**src/rtl/bwg_pkg.sv**
```systemverilog
package bwg_pkg;
  localparam int unsigned NUM_SPACES = 3;
  localparam int unsigned WAIT_W     = 3;
  localparam int unsigned SEL_W      = 2;
  localparam int unsigned CFG_W      = NUM_SPACES * WAIT_W;

  typedef enum logic [1:0] {
    ST_IDLE  = 2'd0,
    ST_SOFT  = 2'd1,
    ST_READY = 2'd2
  } bwg_state_e;
endpackage

```
**src/rtl/bwg_cfg_regs.sv**
```systemverilog
module bwg_cfg_regs
  import bwg_pkg::*;
#(
  parameter int unsigned NSP = NUM_SPACES,
  parameter int unsigned WW  = WAIT_W,
  parameter int unsigned SW  = SEL_W
) (
  input  logic             clk,
  input  logic             rst_n,
  input  logic             cfg_we,
  input  logic [NSP*WW-1:0] cfg_wdata,
  input  logic [SW-1:0]    sel,
  output logic [WW-1:0]    sel_wait
);
  logic [WW-1:0] cnt_q [NSP];

  for (genvar g = 0; g < NSP; g++) begin : g_space
    always_ff @(posedge clk or negedge rst_n) begin
      if (!rst_n)      cnt_q[g] <= '1;
      else if (cfg_we) cnt_q[g] <= cfg_wdata[g*WW +: WW];
    end

    // each field lands in its own register
    a_r1_field_write: assert property (@(posedge clk) disable iff (!rst_n)
      cfg_we |=> (cnt_q[g] == $past(cfg_wdata[g*WW +: WW])));
  end

  // Unused codes select zero waits
  always_comb begin
    sel_wait = '0;
    for (int i = 0; i < NSP; i++) begin
      if (sel == SW'(i)) sel_wait = cnt_q[i];
    end
  end
endmodule

```
**src/rtl/bwg_soft_cnt.sv**
```systemverilog
module bwg_soft_cnt
  import bwg_pkg::*;
#(
  parameter int unsigned WW = WAIT_W
) (
  input  logic          clk,
  input  logic          rst_n,
  input  logic          load,
  input  logic [WW-1:0] load_val,
  input  logic          dec,
  output logic          last
);
  logic [WW-1:0] cnt_q;

  always_ff @(posedge clk or negedge rst_n) begin
    if (!rst_n)    cnt_q <= '0;
    else if (load) cnt_q <= load_val;
    else if (dec)  cnt_q <= cnt_q - WW'(1);
  end

  assign last = (cnt_q == WW'(1));

  // software waits never run the counter below zero
  a_r3_no_underflow: assert property (@(posedge clk) disable iff (!rst_n)
    dec |-> (cnt_q != '0));

  a_r3_count_down: assert property (@(posedge clk) disable iff (!rst_n)
    (dec && !load) |=> (cnt_q == $past(cnt_q) - WW'(1)));
endmodule

```
**src/rtl/bwg_ctrl.sv**
```systemverilog
module bwg_ctrl
  import bwg_pkg::*;
#(
  parameter int unsigned WW = WAIT_W
) (
  input  logic          clk,
  input  logic          rst_n,
  input  logic          acc_start,
  input  logic          rdy_in,
  input  logic          cnt_last,
  input  logic [WW-1:0] sel_wait,
  output logic          stall,
  output logic          acc_done,
  output logic          cnt_load,
  output logic          cnt_dec,
  output logic [WW-1:0] cnt_load_val,
  output logic          idle
);
  bwg_state_e st_q, st_d;

  always_ff @(posedge clk or negedge rst_n) begin
    if (!rst_n) st_q <= ST_IDLE;
    else        st_q <= st_d;
  end

  always_comb begin
    st_d         = st_q;
    stall        = 1'b0;
    acc_done     = 1'b0;
    cnt_load     = 1'b0;
    cnt_dec      = 1'b0;
    cnt_load_val = sel_wait - WW'(1);
    case (st_q)
      ST_IDLE: begin
        if (acc_start) begin
          if (sel_wait == '0) begin
            acc_done = 1'b1;
          end else begin
            stall    = 1'b1;
            cnt_load = 1'b1;
            st_d     = (sel_wait == WW'(1)) ? ST_READY : ST_SOFT;
          end
        end
      end
      ST_SOFT: begin
        stall   = 1'b1;
        cnt_dec = 1'b1;
        if (cnt_last) st_d = ST_READY;
      end
      ST_READY: begin
        if (rdy_in) begin
          acc_done = 1'b1;
          st_d     = ST_IDLE;
        end else begin
          stall = 1'b1;
        end
      end
      default: st_d = ST_IDLE;
    endcase
  end

  assign idle = (st_q == ST_IDLE);

  // a low ready keeps the access open for another clock
  a_r4_hold_on_low: assert property (@(posedge clk) disable iff (!rst_n)
    (st_q == ST_READY && !rdy_in) |=> (st_q == ST_READY));

  // software phase always stalls and never completes
  a_r3_soft_stalls: assert property (@(posedge clk) disable iff (!rst_n)
    (st_q == ST_SOFT) |-> (stall && !acc_done));

  // a busy block never restarts its counter
  a_r8_busy_no_restart: assert property (@(posedge clk) disable iff (!rst_n)
    (st_q != ST_IDLE) |-> !cnt_load);
endmodule

```
**src/rtl/bus_wait_gen.sv**
```systemverilog
module bus_wait_gen
  import bwg_pkg::*;
(
  input  logic             clk,
  input  logic             rst_n,
  input  logic             acc_start,
  input  logic [SEL_W-1:0] acc_space,
  input  logic             cfg_we,
  input  logic [CFG_W-1:0] cfg_wdata,
  input  logic             rdy_in,
  output logic             stall,
  output logic             acc_done
);
  logic [WAIT_W-1:0] sel_wait;
  logic [WAIT_W-1:0] load_val;
  logic              cnt_load, cnt_dec, cnt_last, idle;

  bwg_cfg_regs #(.NSP(NUM_SPACES), .WW(WAIT_W), .SW(SEL_W)) u_cfg (
    .clk      (clk),
    .rst_n    (rst_n),
    .cfg_we   (cfg_we),
    .cfg_wdata(cfg_wdata),
    .sel      (acc_space),
    .sel_wait (sel_wait)
  );

  bwg_soft_cnt #(.WW(WAIT_W)) u_cnt (
    .clk     (clk),
    .rst_n   (rst_n),
    .load    (cnt_load),
    .load_val(load_val),
    .dec     (cnt_dec),
    .last    (cnt_last)
  );

  bwg_ctrl #(.WW(WAIT_W)) u_ctrl (
    .clk         (clk),
    .rst_n       (rst_n),
    .acc_start   (acc_start),
    .rdy_in      (rdy_in),
    .cnt_last    (cnt_last),
    .sel_wait    (sel_wait),
    .stall       (stall),
    .acc_done    (acc_done),
    .cnt_load    (cnt_load),
    .cnt_dec     (cnt_dec),
    .cnt_load_val(load_val),
    .idle        (idle)
  );

  // hold and completion are exclusive
  a_r6_exclusive: assert property (@(posedge clk) disable iff (!rst_n)
    !(stall && acc_done));

  // a completion pulse is followed only by a fresh zero-wait completion
  a_r7_single_pulse: assert property (@(posedge clk) disable iff (!rst_n)
    acc_done |=> (!acc_done || acc_start));

  // an unmapped space code completes immediately
  a_r9_unmapped: assert property (@(posedge clk) disable iff (!rst_n)
    (idle && acc_start && acc_space >= SEL_W'(NUM_SPACES)) |-> (acc_done && !stall));
endmodule

```
**config.mk**
```make
export PLATFORM = sky130hd
export DESIGN_NAME = bus_wait_gen
export DESIGN_NICKNAME = d
export VERILOG_FILES = /design/src/rtl/bwg_pkg.sv /design/src/rtl/bwg_cfg_regs.sv /design/src/rtl/bwg_soft_cnt.sv /design/src/rtl/bwg_ctrl.sv /design/src/rtl/bus_wait_gen.sv
export SDC_FILE = /design/constraint.sdc
export NUM_CORES = 1
export LEC_CHECK = 0
export CORE_MARGIN = 2
export CORE_UTILIZATION = 44
export DETAILED_ROUTE_END_ITERATION = 7
export PLACE_DENSITY = 0.72
export SLEW_MARGIN = 5
export SYNTH_ARGS = -nofsm -noshare
export SYNTH_HDL_FRONTEND = slang
export SYNTH_HIERARCHICAL = 1
export SYNTH_SLANG_ARGS = --single-unit
```
**constraint.sdc**
```tcl
create_clock -name clk -period 1.8 [get_ports clk]
set_input_delay 0.45 -clock clk [delete_from_list [all_inputs] [get_ports clk]]
set_output_delay 0.45 -clock clk [all_outputs]
set_load 0.03 [all_outputs]
```
==> results.py, run 1 <==
metrics = {
    "sta": {
        "hold_slack_ps": 474,
        "slew_headroom_pct": 73.0,
        "hold_viol": 0,
        "rsz0062_at_grt": "yes",
        "post-route-min-period_ps": 2230,
        "setup_slack_ps": -433,
        "fmax_ghz": 0.448,
        "worst_pin_slew_ps": 403,
        "finalSetupViolCount": 3,
        "drv_slew": 0,
        "fin_crit_sh_pct": 124,
        "finClkSkew_ps": 8.76,
    },
    "floorplan": {
        "core_area_um2": 1750,
        "die-area_um2": 2220,
        "die_w_um": 47.1,
        "ios": 18,
        "num_rows": 15,
        "die_h_um": 47.1,
        "start_util_pct": 46.9,
    },
    "global_route": {
        "grt_pass1_wl_mm": 2.57,
        "first_global_vias": 606,
        "track_usage_pct": 16.7,
        "antenna_found_initial": 0,
        "overflow": 0,
        "grt_max_degree": 15,
    },
    "cells_and_area": {
        "stdcell_count": 129,
        "multiInputGateArea_um2": 472,
        "finalInstanceArea_um2": 1180,
        "fin_nets": 126,
        "n_antenna_cell": 0,
        "regArea_um2": 362,
        "fillers": 153,
        "layout-drive-gt1-share_pct": 47.1,
        "area_growth_pct": 44.2,
    },
    "pwr": {
        "p_total_w": 0.00128,
        "p_per_area_nw_per_um2": 1090,
        "p_leak_nw": 0.511,
        "p_sw_w": 0.000457,
        "clkPwrFrac_pct": 14.5,
        "p_sw_share_pct": 35.6,
        "pwr-share-comb_pct": 47.7,
        "pwr-share-seq_pct": 37.9,
        "p_int_w": 0.000825,
        "ir_worst_vdd_v": 0.000617,
    },
    "status": {
        "status": "finished with violations",
        "violations": "setup timing",
    },
    "cts": {
        "htreeDepth": 1,
        "path_clk_slew_ps": 90,
        "cts_hold_buffers": 0,
        "clk_path_buf_depth": 2,
        "cts_tree": "done",
        "cts_made_buffers": 3,
        "clkSinkCount": 14,
        "cts-root-buf": "clkbuf_4",
        "clock_latency_ps": 280,
    },
    "setup_path": {
        "r2r-start": "u_cfg/cnt_q[6]",
        "crit_slowest_cell": "clkdlybuf4s15_2",
        "startpoint": "acc_space[0]",
        "path_cells": "clkdlybuf4s15_2, mux2i_1, o2bb2ai_1, inv_1, ha_2, nor4bb_2, a21oi_2, nor2_4, buf_6",
        "critPathMaxFanout": 4,
        "critPathMaxStageDelay_ps": 250,
        "worstSetupPathType": "input port to primary output",
        "arrival_ps": 1780,
        "startpoint_type": "input port",
        "crit_required_ps": 1350,
        "endpoint_kind": "primary output",
    },
    "route": {
        "drcViolationCount": 0,
        "antenna_left": 0,
        "firstDrtPassIters": 5,
        "wl_mm": 1.47,
        "wire_per_inst_um": 11.4,
        "vias": 619,
        "viasPerCell": 4.80,
        "drtIter0Drc": 9,
    },
    "synthesis": {
        "synth_commonest_cells": "9 x dfstp_2, 9 x mux2_2, 7 x inv_1",
        "synthArstFlopShare_pct": 100,
        "synth-edff-count": 0,
        "synth.top_cell.area_share_pct": 28.9,
        "yosysSeqAreaShare_pct": 44.2,
        "syn_area_um2": 818,
        "yosys-top-cells-area": "dfstp_2 29%, dfrtp_1 15%, mux2_2 12%, ha_1 7.6%, o2bb2ai_1 4.3%",
        "synth_top_cell_by_area": "dfstp_2",
        "syn_area_per_cell_um2": 11.4,
        "synth.distinct_cells": 27,
        "syn_inst": 72,
        "syn-num-nets": 93,
        "ys_warn_count": 6,
        "synth_seq_cells": 14,
        "ys.flop_type": "dfstp_2",
    },
    "place": {
        "post-place-cells": 124,
        "pre_cts_ws_ps": -828,
        "dpl_cell_area_um2": 1120,
        "numPortBuffers": 17,
        "gp_congestion": 0.731,
    },
    "job": {
        "drv_cap": 0,
    },
    "min_path": {
        "min-delay-path-class": "input port to asynchronous set/reset pin",
    },
}
==> area by class of cell <==
| class | instances | area share, % |
|---|---|---|
| timing repair buffer | 29 | 22.3 |
| multi-input combinational | 50 | 40.0 |
| sequential | 14 | 30.6 |
| inverter | 7 | 2.23 |
| tap | 25 | 2.65 |
| clock buffer | 4 | 2.23 |
==> critical path: cells and delay by family <==
| family | cells | cell delay [ps] |
|---|---|---|
| adders and majority gates | 1 | 170 |
| buffers and inverters | 3 | 450 |
| muxes | 1 | 230 |
| and+or+nand+nor | 2 | 330 |
| AOI/OAI and AO/OA | 2 | 160 |
==> logic make-up after synthesis <==
| group | count (synthesis) | share of synthesized area, % |
|---|---|---|
| AOI/OAI and AO/OA | 12 | 10.7 |
| xor gates and xnor gates | 2 | 2.14 |
| adders and majority gates | 5 | 7.65 |
| buffers and inverters | 8 | 4.59 |
| DFF | 14 | 44.2 |
| muxes | 12 | 16.1 |
| and+or+nand+nor | 19 | 14.7 |
==> stage by stage <==
stage / util, % / TNS, ps
floorplan: - / -182
CTS: 67.0 / -989
detailed placement: 64.4 / -4010
global placement: 64.4 / -3840
finish: 67.6 / -900
global route: 67.6 / -1300
==> sequential cells by signal, indices dropped and copies added (netlist names) <==
signal and cells:
u_cnt/cnt_q 3, u_cfg/cnt_q 9, u_ctrl/st_q 2
==> cell usage in the layout, fill, tap and decap left out, drive strengths merged <==
cell type	n
dfstp	9
nand2	4
nor4bb	1
nor2b	6
mux2i	3
mux2	9
buf	14
dlygate4sd2	1
nor2	2
nand2b	2
clkdlybuf4s50	13
o2bb2ai	4
o31a	1
inv	7
dfrtp	5
ha	5
o21ai	2
xnor2	1
xor2	1
a21oi	3
clkdlybuf4s15	1
clkbuf	4
and4bb	1
or2b	1
nor3b	1
o21a	1
nand3	1
a221o	1
==> metal layers <==
metal	track usage, %	vias up	routed length [um]
met1	21.5	290	653
li1	-	316	-
met2	27.9	11	750
met4	6.67	0	15
met5	0	-	0
met3	2.69	2	53
==> final timing paths <==
path / cells after the start / slack [ps] / end
setup / recovery: 9 / -430 / acc_done
hold / removal: 2 / 470 / u_ctrl/st_q[1]
setup reg to reg: 9 / -40 / u_cnt/cnt_q[2]
hold reg to reg: 3 / 610 / u_ctrl/st_q[0]
max in group asynchronous: 2 / 1080 / u_cfg/cnt_q[5]
min in group clk: 3 / 610 / u_ctrl/st_q[0]
==> power by group through the flow <==
stage               combinational (W)  clock (W)  sequential [W]
CTS                          0.000616   0.000193        0.000483
global route                 0.000679   0.000214        0.000495
finish                       0.000611   0.000185        0.000485
detailed placement           0.000591          0        0.000488
global placement             0.000575          0        0.000485
floorplan                    0.000419          0        0.000471
==> timing repair <==
item,in CTS,in global routing
endpoints found under the hold margin,0,0
setup endpoints to repair,6,4
pin swaps,2,2
buffers inserted,1,0
cloned,0,0
gates resized for setup,8,2
Note: power is estimated with default switching activity, not from simulation.
==> run 2, diff against run 1 <==
CAP_MARGIN = 10   (was unset)
==> results of run 2 <==
Same layout as run 1: the final DEF is identical, and so are final timing and power.
